==> src/rtl/dp_busy_pkg.sv <==
package dp_busy_pkg;
  typedef enum logic [1:0] {
    OWN_NONE  = 2'd0,
    OWN_LEFT  = 2'd1,
    OWN_RIGHT = 2'd2
  } owner_e;
endpackage

==> src/rtl/dp_port_stage.sv <==
module dp_port_stage #(
  parameter int AW = 12
) (
  input  logic          clk_i,
  input  logic          rst_ni,
  input  logic          ce_ni,
  input  logic [AW-1:0] addr_i,
  input  logic          we_i,
  input  logic          ext_busy_ni,
  output logic          act_o,
  output logic [AW-1:0] addr_o,
  output logic          we_o,
  output logic          ext_busy_no,
  output logic          prior_o
);
  logic          act_q, prev_act_q, we_q, ebusy_q;
  logic [AW-1:0] addr_q, prev_addr_q;

  always_ff @(posedge clk_i or negedge rst_ni) begin
    if (!rst_ni) begin
      act_q       <= 1'b0;
      prev_act_q  <= 1'b0;
      we_q        <= 1'b0;
      ebusy_q     <= 1'b1;
      addr_q      <= '0;
      prev_addr_q <= '0;
    end else begin
      act_q       <= ~ce_ni;
      addr_q      <= addr_i;
      we_q        <= we_i;
      ebusy_q     <= ext_busy_ni;
      prev_act_q  <= act_q;
      prev_addr_q <= addr_q;
    end
  end

  assign act_o       = act_q;
  assign addr_o      = addr_q;
  assign we_o        = we_q;
  assign ext_busy_no = ebusy_q;
  // port was already on this word one sample earlier
  assign prior_o     = act_q & prev_act_q & (addr_q == prev_addr_q);
endmodule

==> src/rtl/dp_busy_core.sv <==
module dp_busy_core
  import dp_busy_pkg::*;
#(
  parameter int AW = 12
) (
  input  logic          clk_i,
  input  logic          rst_ni,
  input  logic          l_act_i,
  input  logic [AW-1:0] l_addr_i,
  input  logic          l_prior_i,
  input  logic          r_act_i,
  input  logic [AW-1:0] r_addr_i,
  input  logic          r_prior_i,
  output logic          l_busy_o,
  output logic          r_busy_o
);
  owner_e owner_q, owner_d, winner;
  logic   match;

  assign match = l_act_i & r_act_i & (l_addr_i == r_addr_i);

  always_comb begin
    if (owner_q != OWN_NONE)       winner = owner_q;
    else if (r_prior_i && !l_prior_i) winner = OWN_RIGHT;
    else                           winner = OWN_LEFT; // tie goes left
    owner_d = match ? winner : OWN_NONE;
  end

  always_ff @(posedge clk_i or negedge rst_ni) begin
    if (!rst_ni) owner_q <= OWN_NONE;
    else         owner_q <= owner_d;
  end

  assign l_busy_o = match & (winner == OWN_RIGHT);
  assign r_busy_o = match & (winner == OWN_LEFT);
endmodule

==> src/rtl/dp_busy_arb.sv <==
module dp_busy_arb #(
  parameter int AW = 12
) (
  input  logic          clk_i,
  input  logic          rst_ni,
  input  logic          master_i,
  input  logic          l_ce_ni,
  input  logic [AW-1:0] l_addr_i,
  input  logic          l_we_i,
  input  logic          l_busy_ni,
  input  logic          r_ce_ni,
  input  logic [AW-1:0] r_addr_i,
  input  logic          r_we_i,
  input  logic          r_busy_ni,
  output logic          l_busy_no,
  output logic          r_busy_no,
  output logic          l_we_o,
  output logic          r_we_o
);
  logic          l_act, r_act, l_we, r_we, l_ext, r_ext, l_prior, r_prior;
  logic [AW-1:0] l_addr, r_addr;
  logic          l_busy, r_busy, l_block, r_block;

  dp_port_stage #(.AW(AW)) u_l_stage (
    .clk_i, .rst_ni, .ce_ni(l_ce_ni), .addr_i(l_addr_i), .we_i(l_we_i),
    .ext_busy_ni(l_busy_ni), .act_o(l_act), .addr_o(l_addr), .we_o(l_we),
    .ext_busy_no(l_ext), .prior_o(l_prior)
  );

  dp_port_stage #(.AW(AW)) u_r_stage (
    .clk_i, .rst_ni, .ce_ni(r_ce_ni), .addr_i(r_addr_i), .we_i(r_we_i),
    .ext_busy_ni(r_busy_ni), .act_o(r_act), .addr_o(r_addr), .we_o(r_we),
    .ext_busy_no(r_ext), .prior_o(r_prior)
  );

  dp_busy_core #(.AW(AW)) u_core (
    .clk_i, .rst_ni,
    .l_act_i(l_act), .l_addr_i(l_addr), .l_prior_i(l_prior),
    .r_act_i(r_act), .r_addr_i(r_addr), .r_prior_i(r_prior),
    .l_busy_o(l_busy), .r_busy_o(r_busy)
  );

  assign l_block   = master_i ? l_busy : ~l_ext;
  assign r_block   = master_i ? r_busy : ~r_ext;
  assign l_we_o    = l_we & ~l_block;
  assign r_we_o    = r_we & ~r_block;
  assign l_busy_no = ~(master_i & l_busy);
  assign r_busy_no = ~(master_i & r_busy);
endmodule

==> config.mk <==
export PLATFORM = sky130hd
export DESIGN_NAME = dp_busy_arb
export DESIGN_NICKNAME = d
export VERILOG_FILES = /design/src/rtl/dp_busy_pkg.sv /design/src/rtl/dp_port_stage.sv /design/src/rtl/dp_busy_core.sv /design/src/rtl/dp_busy_arb.sv
export SDC_FILE = /design/constraint.sdc
export NUM_CORES = 1
export LEC_CHECK = 0
export BUFFER_PORTS_ARGS = -buffer_cell sky130_fd_sc_hd__buf_2
export CAP_MARGIN = 10
export CORE_MARGIN = 2
export CORE_UTILIZATION = 40
export CTS_CLUSTER_DIAMETER = 100
export DETAILED_ROUTE_END_ITERATION = 8
export PLACE_DENSITY = 0.57
export SYNTH_ARGS = -nofsm -noshare
export SYNTH_HDL_FRONTEND = slang
export SYNTH_SLANG_ARGS = --single-unit
==> constraint.sdc <==
create_clock -name clk_i -period 2.2 [get_ports clk_i]
set_input_delay 0.22 -clock clk_i [delete_from_list [all_inputs] [get_ports clk_i]]
set_output_delay 0.22 -clock clk_i [all_outputs]
set_load 0.02 [all_outputs]
# == After elaboration in Yosys (flattened, before gate mapping) ==
# Index checks and enable logic that the tools add are counted.
# word_totals
inputBits,33
register_bits,58
word_cells,46
output_inout_bits,4
# op_classes
eq_ne,5
reduce_logical,3
n_mux,5
n_bitwise,20
# op_table
cell,n
12-bit equality test,3
1-bit AND,12
1-bit NOT,8
2-bit two-way mux,3
"2-bit by 1-bit equality test with 1-bit output, second input constant",1
"2-bit equality test, second input constant",1
1-bit two-way mux,2
2-bit nonzero test,1
1-bit logical AND,1
1-bit logical NOT,1

# == Longest topological paths before layout ==
# Gate-level depths: netlist of the first run.
# depth
depth_word,11
mapped_depth,5
mapped_depth_nobuf,5

# == By module ==
# From an unflattened synthesis of the first run, not the netlist that was laid out.
# hier_totals
cells_unflattened,128
hier_area_um2,1983.2
# modules_own_cells
mod,cells_per_inst,area_each_um2,instances,seq_area_each_um2
dp_port_stage,46,845.8,2,701.9
dp_busy_core,28,240.2,1,50.0
dp_busy_arb,8,51.3,1,0.0

# == Least setup slack after synthesis of the first run ==
# No wires, ideal clock.
# synth_timing
path_type,flip-flop to output port
startpoint,"register u_l_stage.addr_q[6], in the netlist u_l_stage.addr_o[6]"
endpoint,output l_we_o
path_slack_ns,0.402
required_time_ns,1.980
path_buffers,0
arrival_time_ns,1.578
stages_incl_launch_ff,6
cell_sequence,dfrtp_1 > xnor2_1 > nand4_1 > nor4_1 > nor2_1 > o31ai_1
# synth_between
elab_chain_cells,11
word_cells_on_any_way,13
cone_classes,eq/ne: 3; mux: 3; bitwise: 5; reduce/logical: 2
# synth_rtl
element,line,source
"start, declared",dp_port_stage.sv:17,"logic [AW-1:0] addr_q, prev_addr_q;"
"start signal, assigned",dp_port_stage.sv:29,addr_q <= addr_i;
12-bit equality test,dp_port_stage.sv:42,assign prior_o = act_q & prev_act_q & (addr_q == prev_addr_q);
1-bit AND,dp_port_stage.sv:42,
1-bit logical NOT,dp_busy_core.sv:24,else if (r_prior_i && !l_prior_i) winner = OWN_RIGHT;
1-bit logical AND,dp_busy_core.sv:24,
2-bit two-way mux,dp_busy_core.sv:24,
2-bit two-way mux,dp_busy_core.sv:23,if (owner_q != OWN_NONE) winner = owner_q;
2-bit equality test,dp_busy_core.sv:34,assign l_busy_o = match & (winner == OWN_RIGHT);
1-bit AND (*),dp_busy_core.sv:34,
1-bit two-way mux (*),dp_busy_arb.sv:43,assign l_block = master_i ? l_busy : ~l_ext;
1-bit NOT (*),dp_busy_arb.sv:45,assign l_we_o = l_we & ~l_block;
1-bit AND (*),dp_busy_arb.sv:45,
"end, declared",dp_busy_arb.sv:17,"output logic l_we_o,"
# Mark *: on every way between the ends. The rest lies on a longest branch, timed or not.

# == Worst setup path after layout of the first run ==
# layout_timing
startpoint,"register u_l_stage.addr_q[9], in the netlist u_l_stage.addr_o[9]"
endpoint,output r_busy_no
# layout_between
elab_chain_cells,10
word_cells_on_any_way,12
cone_classes,eq/ne: 3; mux: 2; bitwise: 5; reduce/logical: 2
# layout_rtl
element,line,source
12-bit equality test,dp_port_stage.sv:42,
1-bit AND,dp_port_stage.sv:42,
1-bit logical NOT,dp_busy_core.sv:24,
1-bit logical AND,dp_busy_core.sv:24,
2-bit two-way mux,dp_busy_core.sv:24,
2-bit two-way mux,dp_busy_core.sv:23,
2-bit by 1-bit equality test with 1-bit output,dp_busy_core.sv:35,assign r_busy_o = match & (winner == OWN_LEFT);
1-bit AND (*),dp_busy_core.sv:35,
1-bit AND (*),dp_busy_arb.sv:48,assign r_busy_no = ~(master_i & r_busy);
1-bit NOT (*),dp_busy_arb.sv:48,
"end, declared",dp_busy_arb.sv:16,"output logic r_busy_no,"
# Marks and branches as above.

==> results of run 1 <==
[cell families after synthesis]
group                     share of synthesized area
AOI/OAI and AO/OA                            0.0274
and+or+nand+nor                              0.0688
xor gates and xnor gates                      0.160
buffers and inverters                       0.00382
DFF                                           0.740
[where the power goes]
group	total [mW]	internal, mW	switching [mW]
Sequential	1.17	1.12	0.0437
Clock	1.16	0.763	0.400
Combinational	0.189	0.114	0.0746
Total	2.52	2.00	0.519
[Yosys cell counts]
| library cell | instances | area (um^2) |
|---|---|---|
| a21o_2 | 1 | 8.76 |
| dfrtp_1 | 56 | 1400 |
| dfstp_2 | 2 | 52.6 |
| inv_1 | 2 | 7.51 |
| nand2_1 | 1 | 3.75 |
| nand2_2 | 1 | 6.26 |
| nand3_1 | 4 | 20.0 |
| nand4_1 | 5 | 31.3 |
| nor2_1 | 1 | 3.75 |
| nor2b_1 | 1 | 6.26 |
| nor3_1 | 2 | 10.0 |
| nor3b_1 | 1 | 7.51 |
| nor4_1 | 3 | 18.8 |
| nor4_4 | 1 | 21.3 |
| o21a_1 | 2 | 15.0 |
| o21ai_0 | 1 | 5.00 |
| o21bai_1 | 1 | 7.51 |
| o31a_2 | 1 | 10.0 |
| o31ai_1 | 1 | 7.51 |
| or3_1 | 1 | 6.26 |
| xnor2_1 | 24 | 210 |
| xor2_1 | 12 | 105 |
[through the flow]
stage                     hold slack (ps)  setup TNS (ps)  cells  total power, mW  utilization
after global routing                 6.28            -397    274             2.63        0.611
after CTS                            9.37            -125    274             2.54        0.597
after detailed placement              256               0    228             1.32        0.476
final                                24.3           -22.6    274             2.52        0.611
after global placement                248               0    228             1.31        0.476
after floorplan                     -75.6               0    124             1.24            -
[sequential cells by signal (all words and copies together), names as in the netlist, 2 cells and up]
register / cells
u_l_stage.addr_o: 12
u_l_stage.prev_addr_q: 12
u_r_stage.addr_o: 12
u_r_stage.prev_addr_q: 12
u_core.owner_q: 2
[layer usage]
metal | track usage | wire length (um) | up-vias
met4 | 0.0909 | 56 | 0
met5 | 0 | 0 | -
li1 | - | - | 572
met2 | 0.242 | 1760 | 35
met1 | 0.182 | 1590 | 587
met3 | 0.0827 | 221 | 7
[layout make-up]
cell class	count	area, um^2
tap	67	83.8
clock buffer	13	179
timing repair buffer	67	510
sequential	58	1460
clock inverter	3	68.8
multi-input combinational	64	578
inverter	2	7.51
fill	377	1840
[repair_timing]
item / in CTS / in global routing
hold endpoints to repair: 53 / 0
buffers inserted: 1 / 0
resized for setup: 5 / 15
setup endpoints to repair: 4 / 4
hold buffers: 29 / 0
pin swaps: 1 / 14
[how the worst max path moves through the flow]
stage                          from        end  slack, ps  cells after the start
3_5_place_dp   u_r_stage.addr_o[10]     r_we_o        230                      6
4_1_cts         u_r_stage.addr_o[8]  r_busy_no        -70                      6
6_report        u_l_stage.addr_o[9]  r_busy_no        -20                      6
5_1_grt         u_l_stage.addr_o[1]  r_busy_no       -140                      6
2_1_floorplan   u_l_stage.addr_o[6]     l_we_o        400                      5
3_3_place_gp    u_l_stage.addr_o[6]  r_busy_no        220                      6
==> flow_metrics.py, run 1 <==
metrics = {
    "worst_setup_path": {
        "cp-end-kind": "output pin",
        "crit_type": "flip-flop to output pin",
        "series_of_cell_instances_along_the_critical_path": "xnor2_1 > nand4_1 > nor4_4 > nand2_2 > or3_1 > buf_6",
        "required_time_of_the_worst_setup_path_ps": 1980,
        "rr_startpoint": "u_r_stage.addr_o[5]",
        "crit-reg2reg-capture": "u_core.owner_q[1]",
        "crit_fanout": 3,
        "cp.buffers_inverters": 1,
        "reg2reg_setup_slack_ps": 700,
        "timing.critical_path.max_delay_family": "simple AND/OR/NAND/NOR gates",
        "worst_r2r_path_depth": 5,
        "cpMaxStageDelayCell": "dfrtp_1",
        "arrival_ps": 2000,
        "crit_path_start_kind": "flip-flop",
        "critical_path.max_stage_delay_ps": 410,
    },
    "hold_path": {
        "whs_endpoint": "u_r_stage.act_o",
        "hold_depth": 2,
        "min-delay-path-class": "input pin to flip-flop",
        "hold_start": "r_ce_ni",
    },
    "final_layout": {
        "nets": 235,
        "layout.cells.most_common": "dfrtp_1",
        "drive_gt1_frac": 0.367,
        "finish.instance_area_mm2": 0.00289,
        "syn2layout_area_growth_pct": 46.9,
        "n_antenna_cell": 0,
        "layout_common_cells": "dfrtp_1, buf_2, dlygate4sd3_1, xnor2_1, clkbuf_8",
    },
    "placed_design": {
        "place_ws_ps": 228,
        "dpl_wire_length_mm": 2.45,
        "gp_routability_congestion": 0.744,
        "port-buffer-count": 36,
        "placement.cell_area_mm2": 0.00225,
    },
    "die": {
        "initial_utilization": 0.416,
        "placementRows": 25,
        "design.portCount": 37,
        "die_y_um": 74.1,
        "die_x_um": 74.1,
        "floorplan.die_area_mm2": 0.00549,
        "core_area_mm2": 0.00472,
    },
    "routing": {
        "drc_marker_count_from_the_first_detailed_route_iteration": 50,
        "drt_pre_antenna_iters": 4,
        "drc": 0,
        "postRouteAntennaNets": 0,
        "route.detailed.vias_per_inst": 4.38,
        "vias": 1201,
        "totalWireLength_mm": 3.63,
        "wl_per_cell_um": 13.2,
    },
    "global_route": {
        "groute.usage.overall": 0.160,
        "largest_net_degree_at_the_start_of_global_routing": 34,
        "wire_length_of_the_first_global_routing_pass_mm": 6.09,
        "initial_antenna_violation_count": 0,
        "first_global_vias": 1322,
        "overflow": 0,
    },
    "clock_tree": {
        "numClockSinks": 58,
        "clkTransAtPathRegs_ps": 70,
        "clockBufferDepth": 2,
        "worstSkewPairLatency_ps": 330,
        "tritoncts.num_buffers": 9,
        "clk_root_buffer_cell": "clkbuf_8",
        "htreeDepth": 3,
        "cts_tree": "done",
    },
    "timing": {
        "rsz_0062_raised_after_global_routing": "true",
        "fmax_mhz": 450,
        "fin_crit_ps": 2220,
        "worst_slew_pin_slew_ps": 603,
        "report.final.slew_viol_count": 0,
        "fin_ws_ps": -22.6,
        "hold_violations": 0,
        "timing.final.crit_share": 1.01,
        "setup_viol": 1,
        "maxSlewHeadroom": 0.598,
        "finalClockSkew_ps": 5.13,
    },
    "power": {
        "peak_supply_drop_uv": 471,
        "power-per-cell-area_mw_per_mm2": 872,
        "power.leakage_nw": 1.30,
    },
    "synth": {
        "postSynthRegisterBits": 58,
        "syn-instance-count": 124,
        "syn_area_per_cell_um2": 15.9,
        "postSynthNetCount": 157,
        "synthesis.area_mm2": 0.00197,
        "fraction_of_the_yosys_area_taken_by_sequential_cells": 0.740,
        "yosys.cell_types.count": 22,
        "synth-warning-count": 0,
    },
    "outcome": {
        "run_status": "complete, but fails checks",
        "violated_checks": "negative setup slack",
    },
    "flow_run": {
        "number_of_maximum_capacitance_constraint_violations": 0,
    },
}
(Power assumes the default switching activity.)
==> run 2: changes to the inputs <==
==> constraint.sdc (replaced) <==
create_clock -name clk_i -period 2.58 [get_ports clk_i]
set_input_delay 0.258 -clock clk_i [delete_from_list [all_inputs] [get_ports clk_i]]
set_output_delay 0.258 -clock clk_i [all_outputs]
set_load 0.02 [all_outputs]
==> run 2 against run 1 <==
Against the previous run:
- the flow now finishes without violations
- largest cell class unchanged
- worst hold slack better by 8.4 ps
- sequential power decreased by 15%
- critical path depth unchanged
==> flow_metrics.py, run 2 (same netlist as run 1, synthesis figures left out) <==
metrics = {
    "worst_setup_path": {
        "crit-reg2reg-capture": "u_core.owner_q[1]",
        "cp-end-kind": "output pin",
        "arrival_ps": 2120,
        "crit_fanout": 6,
        "reg2reg_setup_slack_ps": 970,
        "timing.critical_path.from": "u_l_stage.addr_o[6]",
        "crit_type": "flip-flop to output pin",
        "required_time_of_the_worst_setup_path_ps": 2320,
        "timing.critical_path.to": "r_busy_no",
        "rr_startpoint": "u_r_stage.addr_o[10]",
        "worst_r2r_path_depth": 5,
        "crit_path_start_kind": "flip-flop",
    },
    "timing": {
        "worst_slew_pin_slew_ps": 374,
        "setup_viol": 0,
        "maxSlewHeadroom": 0.748,
        "fmax_mhz": 421,
        "timing.setup.tns_ps": 0,
        "report.final.slew_viol_count": 0,
        "rsz_0062_raised_after_global_routing": "false",
        "hold_violations": 0,
        "fin_crit_ps": 2380,
        "finalClockSkew_ps": 8.38,
        "timing.final.crit_share": 0.921,
    },
    "final_layout": {
        "finish.instance_area_mm2": 0.00245,
        "n_antenna_cell": 0,
        "layout.cells.most_common": "dfrtp_1",
        "fin_util": 0.519,
        "layout_common_cells": "dfrtp_1, buf_2, xnor2_1, xor2_1, clkbuf_8",
        "stdcell_count": 243,
        "drive_gt1_frac": 0.330,
        "syn2layout_area_growth_pct": 24.8,
        "nets": 206,
    },
    "clock_tree": {
        "worstSkewPairLatency_ps": 330,
        "tritoncts.num_buffers": 9,
        "clkTransAtPathRegs_ps": 60,
        "htreeDepth": 3,
        "numClockSinks": 58,
        "cts_tree": "done",
        "clockBufferDepth": 2,
        "clk_root_buffer_cell": "clkbuf_8",
    },
    "placed_design": {
        "dpl_wire_length_mm": 2.32,
        "placement.cell_area_mm2": 0.00225,
        "placed_cells": 228,
        "port-buffer-count": 36,
        "gp_routability_congestion": 0.734,
    },
    "die": {
        "die_x_um": 74.1,
        "die_y_um": 74.1,
        "floorplan.die_area_mm2": 0.00549,
        "design.portCount": 37,
        "placementRows": 25,
        "initial_utilization": 0.416,
        "core_area_mm2": 0.00472,
    },
    "hold_path": {
        "min-delay-path-class": "input pin to flip-flop",
    },
    "routing": {
        "totalWireLength_mm": 3.22,
        "vias": 1072,
        "drc": 0,
        "route.detailed.vias_per_inst": 4.41,
        "wl_per_cell_um": 13.3,
        "drc_marker_count_from_the_first_detailed_route_iteration": 12,
        "postRouteAntennaNets": 0,
        "drt_pre_antenna_iters": 2,
    },
    "global_route": {
        "first_global_vias": 1153,
        "largest_net_degree_at_the_start_of_global_routing": 59,
        "groute.usage.overall": 0.143,
        "overflow": 0,
        "wire_length_of_the_first_global_routing_pass_mm": 5.40,
        "initial_antenna_violation_count": 0,
    },
    "power": {
        "peak_supply_drop_uv": 352,
        "power-per-cell-area_mw_per_mm2": 776,
        "post-layout-total-power_mw": 1.90,
        "power.leakage_nw": 1.10,
    },
    "flow_run": {
        "number_of_maximum_capacitance_constraint_violations": 0,
    },
    "outcome": {
        "run_status": "complete, no violations",
    },
}
[run 2: cell types whose count changed in the layout (fill, tap and decap cells not counted), moves of 5 or more]
| cell | change |
|---|---|
| dfrtp_1 | +5 |
| dfrtp_2 | -5 |
| dlygate4sd3_1 | -28 |
| xnor2_1 | +8 |
| xnor2_2 | -8 |
[run 2: timing repair]
item                                    4_1_cts  5_1_grt
hold buffers                                  1        0
setup buffers                                 0        0
endpoints found under the setup margin        0        1
resized for setup                             0        1
hold endpoints to repair                     56        0
[run 2: area by class of cell]
type                            instances  area [um^2]
Clock buffer                           11          151
Clock inverter                          3         40.0
Fill cell                             417         2270
Inverter                                2         7.51
Multi-Input combinational cell         64          507
Sequential cell                        58         1450
Tap cell                               67         83.8
Timing Repair Buffer                   38          210
[run 2: through the flow]
stage / hold WS, ps / worst slack (ps)
floorplan: -37.6 / 744
global placement: 277 / 559
detailed placement: 284 / 539
CTS: 15.1 / 166
global route: 5.32 / 59.2
finish: 32.7 / 203
[run 2: worst min path at each step]
stage               cells after the start                    to  slack (ps)   startpoint
floorplan                               0     u_core.owner_q[0]         -40       rst_ni
global placement                        2   u_r_stage.addr_o[9]         280       rst_ni
detailed placement                      2  u_r_stage.addr_o[10]         280       rst_ni
CTS                                     1   u_r_stage.addr_o[5]          20  r_addr_i[5]
global route                            1   u_r_stage.addr_o[2]           5  r_addr_i[2]
finish                                  1   u_r_stage.addr_o[5]          30  r_addr_i[5]
[run 2: critical path: stages, from the launching register on]
cell and delay (ps):
dfrtp_1 410, xnor2_1 230, nand4_1 130, nor4_1 370, nor2_2 130, or3_1 360
buf_2 160
[run 2: per-layer routing]
metal	up-vias	wire length, um	track usage
met5	-	0	0
met4	0	112	0.0828
met3	13	267	0.0867
met2	36	1500	0.212
met1	516	1350	0.159
li1	507	-	-
[run 2: where the power goes]
part | leakage, nW | total (mW) | internal [mW] | switching, mW
clock | 0.101 | 0.798 | 0.484 | 0.314
combinational | 0.324 | 0.116 | 0.0608 | 0.0547
sequential | 0.678 | 0.989 | 0.956 | 0.0329
total | 1.10 | 1.90 | 1.50 | 0.402
==> run 3: changes to the inputs <==
--- a/config.mk
+++ b/config.mk
@@ -9,6 +9,7 @@
 export CAP_MARGIN = 10
 export CORE_MARGIN = 2
 export CORE_UTILIZATION = 40
+export CTS_BUF_LIST = sky130_fd_sc_hd__clkbuf_16
 export CTS_CLUSTER_DIAMETER = 100
 export DETAILED_ROUTE_END_ITERATION = 8
 export PLACE_DENSITY = 0.57
==> run 3 against run 2 <==
Against the previous run:
- critical endpoint is now r_we_o
- sequential share of layout area decreased by 1.8 points
- first-iteration DRC count decreased by 8.3%
- flip-flop and latch count did not move
- wire length rose by 1.3%
- register-to-register slack worse by 80 ps
- combinational power about the same
- via count rose by 0.47%
- global-route usage up 0.57 points
==> flow_metrics.py, run 3 (same netlist as run 1, synthesis figures left out) <==
metrics = {
    "clock_tree": {
        "cts_tree": "done",
        "htreeDepth": 3,
        "clockBufferDepth": 2,
        "postCtsSetupBuffers": 0,
        "clkTransAtPathRegs_ps": 50,
        "numClockSinks": 58,
        "clk_root_buffer_cell": "clkbuf_16",
        "tritoncts.num_buffers": 9,
        "worstSkewPairLatency_ps": 320,
    },
    "final_layout": {
        "drive_gt1_frac": 0.313,
        "num-fill-cells": 401,
        "stdcell_count": 243,
        "multi_input_comb_area_um2": 504,
        "layout.cells.most_common": "dfrtp_1",
        "layout_common_cells": "dfrtp_1, buf_2, xnor2_1, xor2_1, clkbuf_16",
        "sequential_cell_area_mm2": 0.00145,
        "nets": 206,
        "n_antenna_cell": 0,
        "syn2layout_area_growth_pct": 28.8,
    },
    "die": {
        "design.portCount": 37,
        "die_x_um": 74.1,
        "die_y_um": 74.1,
        "core_area_mm2": 0.00472,
        "initial_utilization": 0.416,
        "placementRows": 25,
        "floorplan.die_area_mm2": 0.00549,
    },
    "power": {
        "peak_supply_drop_uv": 610,
        "power.leakage_nw": 1.14,
        "power-per-cell-area_mw_per_mm2": 861,
    },
    "timing": {
        "setup_viol": 0,
        "maxSlewHeadroom": 0.736,
        "fmax_mhz": 420,
        "finalClockSkew_ps": 5.92,
        "timing.final.crit_share": 0.923,
        "fin_crit_ps": 2380,
        "report.final.slew_viol_count": 0,
        "timing.setup.tns_ps": 0,
        "hold_violations": 0,
        "worst_slew_pin_slew_ps": 395,
        "rsz_0062_raised_after_global_routing": "false",
    },
    "worst_setup_path": {
        "cpMaxStageDelayCell": "dfrtp_1",
        "required_time_of_the_worst_setup_path_ps": 2320,
        "cp.buffers_inverters": 1,
        "crit_fanout": 6,
        "critical_path.max_stage_delay_ps": 420,
        "cp-end-kind": "output pin",
        "crit_type": "flip-flop to output pin",
        "crit_path_start_kind": "flip-flop",
        "timing.critical_path.max_delay_family": "simple AND/OR/NAND/NOR gates",
        "arrival_ps": 2120,
        "series_of_cell_instances_along_the_critical_path": "xor2_1 > nor4_1 > nand4_1 > nor2_1 > o31a_2 > buf_2",
    },
    "routing": {
        "vias": 1077,
        "postRouteAntennaNets": 0,
        "totalWireLength_mm": 3.26,
        "drc_marker_count_from_the_first_detailed_route_iteration": 11,
        "wl_per_cell_um": 13.4,
        "drt_pre_antenna_iters": 4,
        "route.detailed.vias_per_inst": 4.43,
        "drc": 0,
    },
    "placed_design": {
        "dpl_wire_length_mm": 2.32,
        "gp_routability_congestion": 0.734,
        "port-buffer-count": 36,
        "placed_cells": 228,
    },
    "global_route": {
        "grt.met3_usage": 0.0678,
        "initial_antenna_violation_count": 0,
        "groute.usage.overall": 0.149,
        "wire_length_of_the_first_global_routing_pass_mm": 5.58,
        "first_global_vias": 1167,
        "largest_net_degree_at_the_start_of_global_routing": 59,
        "met2_usage": 0.227,
        "top_usage_layer": "met2",
        "overflow": 0,
        "grt_met1_usage": 0.169,
    },
    "hold_path": {
        "min-delay-path-class": "input pin to flip-flop",
    },
    "outcome": {
        "run_status": "complete, no violations",
    },
    "flow_run": {
        "number_of_maximum_capacitance_constraint_violations": 0,
    },
}
run 3: cell count changes in the layout (fill, tap and decap cells not counted), sizes merged:
| cell | delta |
|---|---|
| clkbuf | -2 |
| clkinv | +2 |
run 3: cell type report:
class	count	share of cell area
Multi-Input combinational cell	64	0.199
Timing Repair Buffer	38	0.0830
Sequential cell	58	0.574
Clock inverter	5	0.0188
Tap cell	67	0.0331
Clock buffer	9	0.0889
Inverter	2	0.00296
run 3: metal layers:
metal | share of wire | up-vias
met2 | 0.50 | 31
met3 | 0.062 | 7
met5 | 0 | -
li1 | - | 506
met4 | 0.020 | 0
met1 | 0.42 | 533
run 3: repair_timing:
action	4_1_cts	5_1_grt
setup endpoints to repair	0	0
hold buffers	1	0
resized for setup	0	0
hold endpoints to repair	56	0
run 3: worst register-to-register path, cell delays in order, from the launching register on:
cell     delay [ps]
dfrtp_1         420
xor2_1          170
nor4_1          390
nand4_1         140
nor2_1          350
nor3b_1         100
run 3: worst paths after layout:
path                            slack, ps                 start                    end  cells after the start
worst max-delay path                  200  u_r_stage.addr_o[10]                 r_we_o                      6
worst min-delay path                   40           r_addr_i[5]    u_r_stage.addr_o[5]                      1
worst max register to register        890  u_r_stage.addr_o[10]      u_core.owner_q[0]                      5
worst min register to register        420       u_r_stage.act_o   u_r_stage.prev_act_q                      0
max in group asynchronous            1810                rst_ni  u_l_stage.ext_busy_no                      3
min in group asynchronous             470                rst_ni    u_l_stage.addr_o[9]                      3
run 3: stage by stage:
step / cell area, um^2 / hold WS (ps) / setup slack, ps / power [mW] / utilization
after floorplan: 1970 / -37.6 / 744 / 1.06 / -
after global placement: 2250 / 277 / 559 / 1.12 / 0.476
after detailed placement: 2250 / 284 / 539 / 1.12 / 0.476
after CTS: 2530 / 32.3 / 190 / 2.22 / 0.536
after global routing: 2530 / 30.9 / 7.01 / 2.27 / 0.536
final: 2530 / 43.8 / 198 / 2.18 / 0.536
run 3: power breakdown:
group          internal [mW]  total, mW  leakage, nW  switching (mW)
registers              0.959      0.992        0.678          0.0331
logic                 0.0608      0.115        0.324          0.0544
clock network          0.721       1.07        0.136           0.352
total                   1.74       2.18         1.14           0.439
